===== src/rtl/i2c_arb_pkg.sv =====
package i2c_arb_pkg;
  localparam int NCOND = 4;

  typedef enum logic [2:0] {
    OP_IDLE    = 3'd0,
    OP_START   = 3'd1,
    OP_RESTART = 3'd2,
    OP_STOP    = 3'd3,
    OP_ACK     = 3'd4,
    OP_DATA    = 3'd5
  } op_e;

  // one-hot mask of the condition enable bit belonging to an operation
  function automatic logic [NCOND-1:0] cond_mask(op_e o);
    logic [NCOND-1:0] m;
    m = '0;
    case (o)
      OP_START:   m[0] = 1'b1;
      OP_RESTART: m[1] = 1'b1;
      OP_STOP:    m[2] = 1'b1;
      OP_ACK:     m[3] = 1'b1;
      default:    m = '0;
    endcase
    return m;
  endfunction
endpackage


===== src/rtl/i2c_line_mon.sv =====
module i2c_line_mon (
  input  logic clk,
  input  logic rst,
  input  logic sda_in,
  input  logic scl_in,
  output logic s_bit,
  output logic p_bit,
  output logic start_det,
  output logic stop_det,
  output logic scl_fall
);
  logic sda_q, scl_q;

  always_ff @(posedge clk) begin
    if (rst) begin
      sda_q <= 1'b1;
      scl_q <= 1'b1;
    end else begin
      sda_q <= sda_in;
      scl_q <= scl_in;
    end
  end

  always_comb begin
    start_det = scl_q & scl_in & sda_q & ~sda_in;
    stop_det  = scl_q & scl_in & ~sda_q & sda_in;
    scl_fall  = scl_q & ~scl_in;
  end

  always_ff @(posedge clk) begin
    if (rst) begin
      s_bit <= 1'b0;
      p_bit <= 1'b0;
    end else if (start_det) begin
      s_bit <= 1'b1;
      p_bit <= 1'b0;
    end else if (stop_det) begin
      s_bit <= 1'b0;
      p_bit <= 1'b1;
    end
  end

  assert_start_sets_s_R1: assert property (@(posedge clk) disable iff (rst)
    start_det |=> (s_bit && !p_bit));
  assert_stop_sets_p_R2: assert property (@(posedge clk) disable iff (rst)
    stop_det |=> (p_bit && !s_bit));
endmodule


===== src/rtl/i2c_coll_det.sv =====
module i2c_coll_det
  import i2c_arb_pkg::*;
(
  input  logic clk,
  input  logic rst,
  input  logic sda_in,
  input  logic scl_in,
  input  logic sda_drv,
  input  op_e  op,
  input  logic stop_det,
  input  logic coll_clr,
  input  logic start_acc,
  output logic coll_evt,
  output logic coll,
  output logic irq,
  output logic mst_abort,
  output logic line_rel
);
  logic mismatch;

  always_comb begin
    mismatch = scl_in & sda_drv & ~sda_in;
    coll_evt = ~coll & (op != OP_IDLE) & mismatch;
  end

  always_ff @(posedge clk) begin
    if (rst) begin
      coll      <= 1'b0;
      irq       <= 1'b0;
      mst_abort <= 1'b0;
      line_rel  <= 1'b0;
    end else begin
      irq       <= coll_evt | (coll & stop_det);
      mst_abort <= coll_evt;
      if (coll_evt)      coll <= 1'b1;
      else if (coll_clr) coll <= 1'b0;
      if (coll_evt)       line_rel <= 1'b1;
      else if (start_acc) line_rel <= 1'b0;
    end
  end

  assert_coll_response_R4: assert property (@(posedge clk) disable iff (rst)
    coll_evt |=> (coll && irq && mst_abort && line_rel));
  assert_coll_cause_R3: assert property (@(posedge clk) disable iff (rst)
    $rose(coll) |-> $past(scl_in && sda_drv && !sda_in && (op != OP_IDLE)));
  assert_stop_irq_R7: assert property (@(posedge clk) disable iff (rst)
    (coll && stop_det) |=> irq);
endmodule


===== src/rtl/i2c_tx_track.sv =====
module i2c_tx_track
  import i2c_arb_pkg::*;
#(
  parameter int DATA_BITS = 8,
  localparam int BIT_W = $clog2(DATA_BITS)
) (
  input  logic             clk,
  input  logic             rst,
  input  logic             tx_wr,
  input  logic             coll_evt,
  input  logic             coll,
  input  op_e              op,
  input  logic             scl_fall,
  output logic             tbf,
  output logic [BIT_W-1:0] bit_ptr
);
  localparam logic [BIT_W-1:0] LAST = BIT_W'(DATA_BITS - 1);
  logic in_data;

  always_comb in_data = (op == OP_DATA);

  always_ff @(posedge clk) begin
    if (rst) begin
      tbf     <= 1'b0;
      bit_ptr <= '0;
    end else if (tx_wr) begin
      tbf     <= 1'b1;
      bit_ptr <= '0;
    end else if (coll_evt && in_data) begin
      tbf     <= 1'b0;
    end else if (scl_fall && in_data && tbf && !coll) begin
      if (bit_ptr == LAST) begin
        tbf     <= 1'b0;
        bit_ptr <= '0;
      end else begin
        bit_ptr <= bit_ptr + 1'b1;
      end
    end
  end

  assert_data_coll_clears_tbf_R5: assert property (@(posedge clk) disable iff (rst)
    (coll_evt && in_data && !tx_wr) |=> !tbf);
  assert_write_rewinds_R8: assert property (@(posedge clk) disable iff (rst)
    tx_wr |=> (tbf && bit_ptr == '0));
  assert_ptr_range_R11: assert property (@(posedge clk) disable iff (rst)
    bit_ptr <= LAST);
endmodule


===== src/rtl/i2c_cond_ctl.sv =====
module i2c_cond_ctl
  import i2c_arb_pkg::*;
(
  input  logic             clk,
  input  logic             rst,
  input  logic [NCOND-1:0] cond_req,
  input  logic [NCOND-1:0] cond_done,
  input  logic             s_bit,
  input  logic             coll,
  input  logic             coll_evt,
  input  op_e              op,
  output logic             start_acc,
  output logic [NCOND-1:0] cond_en
);
  logic [NCOND-1:0] kill, take;

  always_comb begin
    start_acc = cond_req[0] & ~s_bit & ~coll;
    kill      = coll_evt ? cond_mask(op) : '0;
    take      = {cond_req[NCOND-1:1], start_acc};
  end

  for (genvar i = 0; i < NCOND; i++) begin : g_cond
    always_ff @(posedge clk) begin
      if (rst)                            cond_en[i] <= 1'b0;
      else if (kill[i] || cond_done[i])   cond_en[i] <= 1'b0;
      else if (take[i])                   cond_en[i] <= 1'b1;
    end
  end

  assert_start_gate_R9: assert property (@(posedge clk) disable iff (rst)
    $rose(cond_en[0]) |-> $past(!coll && !s_bit));
  assert_cond_kill_R6: assert property (@(posedge clk) disable iff (rst)
    (coll_evt && op == OP_ACK) |=> !cond_en[3]);
endmodule


===== src/rtl/i2c_arb_guard.sv =====
module i2c_arb_guard
  import i2c_arb_pkg::*;
#(
  parameter int DATA_BITS = 8,
  localparam int BIT_W = $clog2(DATA_BITS)
) (
  input  logic             clk,
  input  logic             rst,
  input  logic             sda_in,
  input  logic             scl_in,
  input  logic             sda_drv,
  input  logic [2:0]       op,
  input  logic [NCOND-1:0] cond_req,
  input  logic [NCOND-1:0] cond_done,
  input  logic             tx_wr,
  input  logic             coll_clr,
  output logic             coll,
  output logic             s_bit,
  output logic             p_bit,
  output logic             bus_free,
  output logic             tbf,
  output logic [BIT_W-1:0] bit_ptr,
  output logic [NCOND-1:0] cond_en,
  output logic             irq,
  output logic             mst_abort,
  output logic             line_rel
);
  op_e  op_t;
  logic start_det, stop_det, scl_fall, coll_evt, start_acc;

  always_comb begin
    op_t     = op_e'(op);
    bus_free = p_bit | (~s_bit & ~p_bit);
  end

  i2c_line_mon u_mon (
    .clk(clk), .rst(rst), .sda_in(sda_in), .scl_in(scl_in),
    .s_bit(s_bit), .p_bit(p_bit), .start_det(start_det),
    .stop_det(stop_det), .scl_fall(scl_fall)
  );

  i2c_coll_det u_coll (
    .clk(clk), .rst(rst), .sda_in(sda_in), .scl_in(scl_in),
    .sda_drv(sda_drv), .op(op_t), .stop_det(stop_det),
    .coll_clr(coll_clr), .start_acc(start_acc), .coll_evt(coll_evt),
    .coll(coll), .irq(irq), .mst_abort(mst_abort), .line_rel(line_rel)
  );

  i2c_tx_track #(.DATA_BITS(DATA_BITS)) u_tx (
    .clk(clk), .rst(rst), .tx_wr(tx_wr), .coll_evt(coll_evt),
    .coll(coll), .op(op_t), .scl_fall(scl_fall),
    .tbf(tbf), .bit_ptr(bit_ptr)
  );

  i2c_cond_ctl u_cond (
    .clk(clk), .rst(rst), .cond_req(cond_req), .cond_done(cond_done),
    .s_bit(s_bit), .coll(coll), .coll_evt(coll_evt), .op(op_t),
    .start_acc(start_acc), .cond_en(cond_en)
  );

  assert_free_tracks_s_R1: assert property (@(posedge clk) disable iff (rst)
    bus_free == !s_bit);
  assert_clr_drops_coll_R10: assert property (@(posedge clk) disable iff (rst)
    (coll && coll_clr && !coll_evt) |=> !coll);
endmodule


===== config.mk =====
export PLATFORM = sky130hd
export DESIGN_NAME = i2c_arb_guard
export DESIGN_NICKNAME = d
export VERILOG_FILES = /design/src/rtl/i2c_arb_pkg.sv /design/src/rtl/i2c_line_mon.sv /design/src/rtl/i2c_coll_det.sv /design/src/rtl/i2c_tx_track.sv /design/src/rtl/i2c_cond_ctl.sv /design/src/rtl/i2c_arb_guard.sv
export SDC_FILE = /design/constraint.sdc
export NUM_CORES = 1
export LEC_CHECK = 0
export ABC_AREA = 1
export CAP_MARGIN = 10
export CORE_MARGIN = 5
export CORE_UTILIZATION = 25
export CTS_CLUSTER_SIZE = 20
export DETAILED_ROUTE_END_ITERATION = 10
export SYNTH_ARGS = -nofsm -noshare
export SYNTH_HDL_FRONTEND = slang
export SYNTH_SLANG_ARGS = --single-unit

===== constraint.sdc =====
create_clock -name clk -period 1.4 [get_ports clk]
set_input_delay 0.21 -clock clk [delete_from_list [all_inputs] [get_ports clk]]
set_output_delay 0.21 -clock clk [all_outputs]
set_load 0.01 [all_outputs]

==> results.cfg <==
[status]
status = complete, no violations

[grt]
overflow = 0
track_usage_pct = 9.16
grt_pass1_wl_um = 3040
antenna_found_initial = 0
grt_start_max_net_pins = 10
first_global_vias = 760

[hold_path]
hp-start = u_coll.line_rel
hold_end = u_coll.line_rel
min_path_type = flip-flop to flip-flop
hold_depth = 2

[routing]
wl_per_cell_um = 10.6
route.detailed.drc = 0
wl_um = 1680
vias_per_cell = 4.42
vias = 699
dr.pass1.iters = 4
detail-route-antenna-nets = 0
drtIter0Drc = 15

[placement]
pre_cts_slack_ns = -0.0188
gp_congestion = 0.795
dp_cells = 154
placed_cell_area_mm2 = 0.00107
io_buffer_count = 32
dpl.hpwl_um = 1430

[timing]
fin_crit_ns = 1.33
rsz0062_at_grt = false
maxClockFrequency_ghz = 0.751
max_slew_margin_pct = 81.0
period_share_pct = 95.1
setup_viol = 0
clock_skew_ns = 0.00408
tightest_slew_ns = 0.284
tns_ns = 0
maxSlewViolCount = 0
setup_slack_ns = 0.0686
hold_viol = 0

[finish]
fillers = 289
final_common_cell = clkdlybuf4s50_1
antenna_cells = 0
final_area_mm2 = 0.00111
regArea_um2 = 323
final_cells = 158
multi_input_area_um2 = 318
final_nets = 148
drive_gt1_share_pct = 14.2
layout_common_cells = clkdlybuf4s50_1 (19), nor2_1 (15), dfxtp_1 (14)
syn2layout_area_growth_pct = 60.1

[clocking]
cts_htree_levels = 1
insertion_delay_ns = 0.28
clock_sinks = 16
clk_path_buf_depth = 2
cts_tree = yes
root_buffer = clkbuf_4
cts_setup_buffers = 0
cts_made_buffers = 3
clk_pin_slew_ns = 0.10
cts_hold_buf = 0

[setup_path]
end_kind = output port
critPathSlowestCell = clkdlybuf4s50_1
rr_endpoint = u_tx.bit_ptr[2]
crit_fanout = 1
crit_type = flip-flop to output port
reg2regPathDepth = 4
cp_data_required_time_ns = 1.19
crit_path_max_incr_delay_ns = 0.52
critPathTopFamily = buffers and inverters
r2r_slack_ns = 0.11
worstPathArrival_ns = 1.12
cp.buffers_inverters = 1
worst-path-stages = 1
r2r-start = u_tx.bit_ptr[0]
start_kind = flip-flop
worstPathCellList = clkdlybuf4s50_1

[logic_synthesis]
syn_area_um2 = 696
synth_warnings = 0
synth_seq_area_share_pct = 46.0
synth_cell_types = 22
ys_seq_elements = 16
synth_edf_count = 0
async_flop_share_pct = 0
synthCells = 89
ys.flop_type = dfxtp_1
syn_avg_cell_area_um2 = 7.82
syn-num-nets = 109

[pwr]
totalPowerFinal_uw = 943
vdd_ir_drop_max_v = 0.000445
p_leak_nw = 0.606
power_density_mw_per_mm2 = 847

[floorplan]
coreArea_mm2 = 0.00271
rows = 19
ios = 33
die_y_um = 62.8
dieArea_mm2 = 0.00394
initial_core_util_pct = 25.7
dieWidth_um = 62.8

[run]
maxCapViolCount = 0
-- layer usage --
metal | routed length (um) | GRT usage, % | vias to the layer above
li1 | - | - | 370
met1 | 745 | 10.3 | 308
met2 | 805 | 15.4 | 19
met3 | 112 | 3.24 | 2
met4 | 16 | 3.98 | 0
met5 | 0 | 0 | -
-- what timing repair did --
item | CTS | global route
gates cloned | 0 | 0
setup endpoints to repair | 8 | 7
gates resized for setup | 10 | 7
pin swaps | 0 | 0
-- registers in the layout, summed over array words and instances, names as in the netlist --
signal / flops
u_cond.cond_en: 4
u_tx.bit_ptr: 3
u_coll.coll: 1
u_coll.irq: 1
u_coll.line_rel: 1
u_coll.mst_abort: 1
u_mon.p_bit: 1
u_mon.s_bit: 1
u_mon.scl_q: 1
u_mon.sda_q: 1
u_tx.tbf: 1
-- worst max path at each step --
stage                      end             start  slack (ns)
2_1_floorplan  u_tx.bit_ptr[2]   u_tx.bit_ptr[0]        0.16
3_3_place_gp        u_coll.irq            scl_in       -0.01
3_5_place_dp   u_tx.bit_ptr[0]             op[2]       -0.02
4_1_cts               bus_free       u_mon.s_bit       0.008
5_1_grt                    irq        u_coll.irq       0.005
6_report             mst_abort  u_coll.mst_abort        0.07
-- stage by stage --
stage / utilization [%] / hold WS (ns)
3_3_place_gp: 39.6 / 0.454
2_1_floorplan: - / 0.306
5_1_grt: 41.1 / 0.484
4_1_cts: 40.7 / 0.473
3_5_place_dp: 39.6 / 0.457
6_report: 41.1 / 0.463
-- cell type report --
cell class | instances | area share [%]
Clock buffer | 4 | 3.26
Inverter | 14 | 4.72
Multi-Input combinational cell | 58 | 28.5
Sequential cell | 16 | 29.0
Tap cell | 31 | 3.48
Timing Repair Buffer | 35 | 31.0
-- cells by family (layout without fill, tap and decap cells) --
family | Yosys count | in the layout | synth area share, %
compound gates | 18 | 18 | 15.5
fa+ha+maj | 2 | 2 | 3.60
buf+inv | 15 | 53 | 8.27
flops | 16 | 16 | 46.0
simple gates | 38 | 38 | 26.6
-- cell usage after synthesis, types with 2 or more instances --
master	number	area, um2
a21oi_1	2	10.0
a31oi_1	2	12.5
a41oi_1	3	26.3
dfxtp_1	16	320
ha_1	2	25.0
inv_1	12	45.0
inv_2	2	7.51
nand2_1	10	37.5
nand2_2	2	12.5
nor2_1	15	56.3
nor3_1	3	15.0
nor4_1	2	12.5
o21ai_0	4	20.0
o21ai_1	6	30.0
-- where the power goes --
part / internal [mW] / total [mW] / switching (mW) / leakage [nW]
clock: 0.158 / 0.301 / 0.143 / 0.0210
combinational: 0.0884 / 0.159 / 0.0708 / 0.453
sequential: 0.473 / 0.483 / 0.00993 / 0.132
Note: power is estimated with default switching activity, not from simulation.
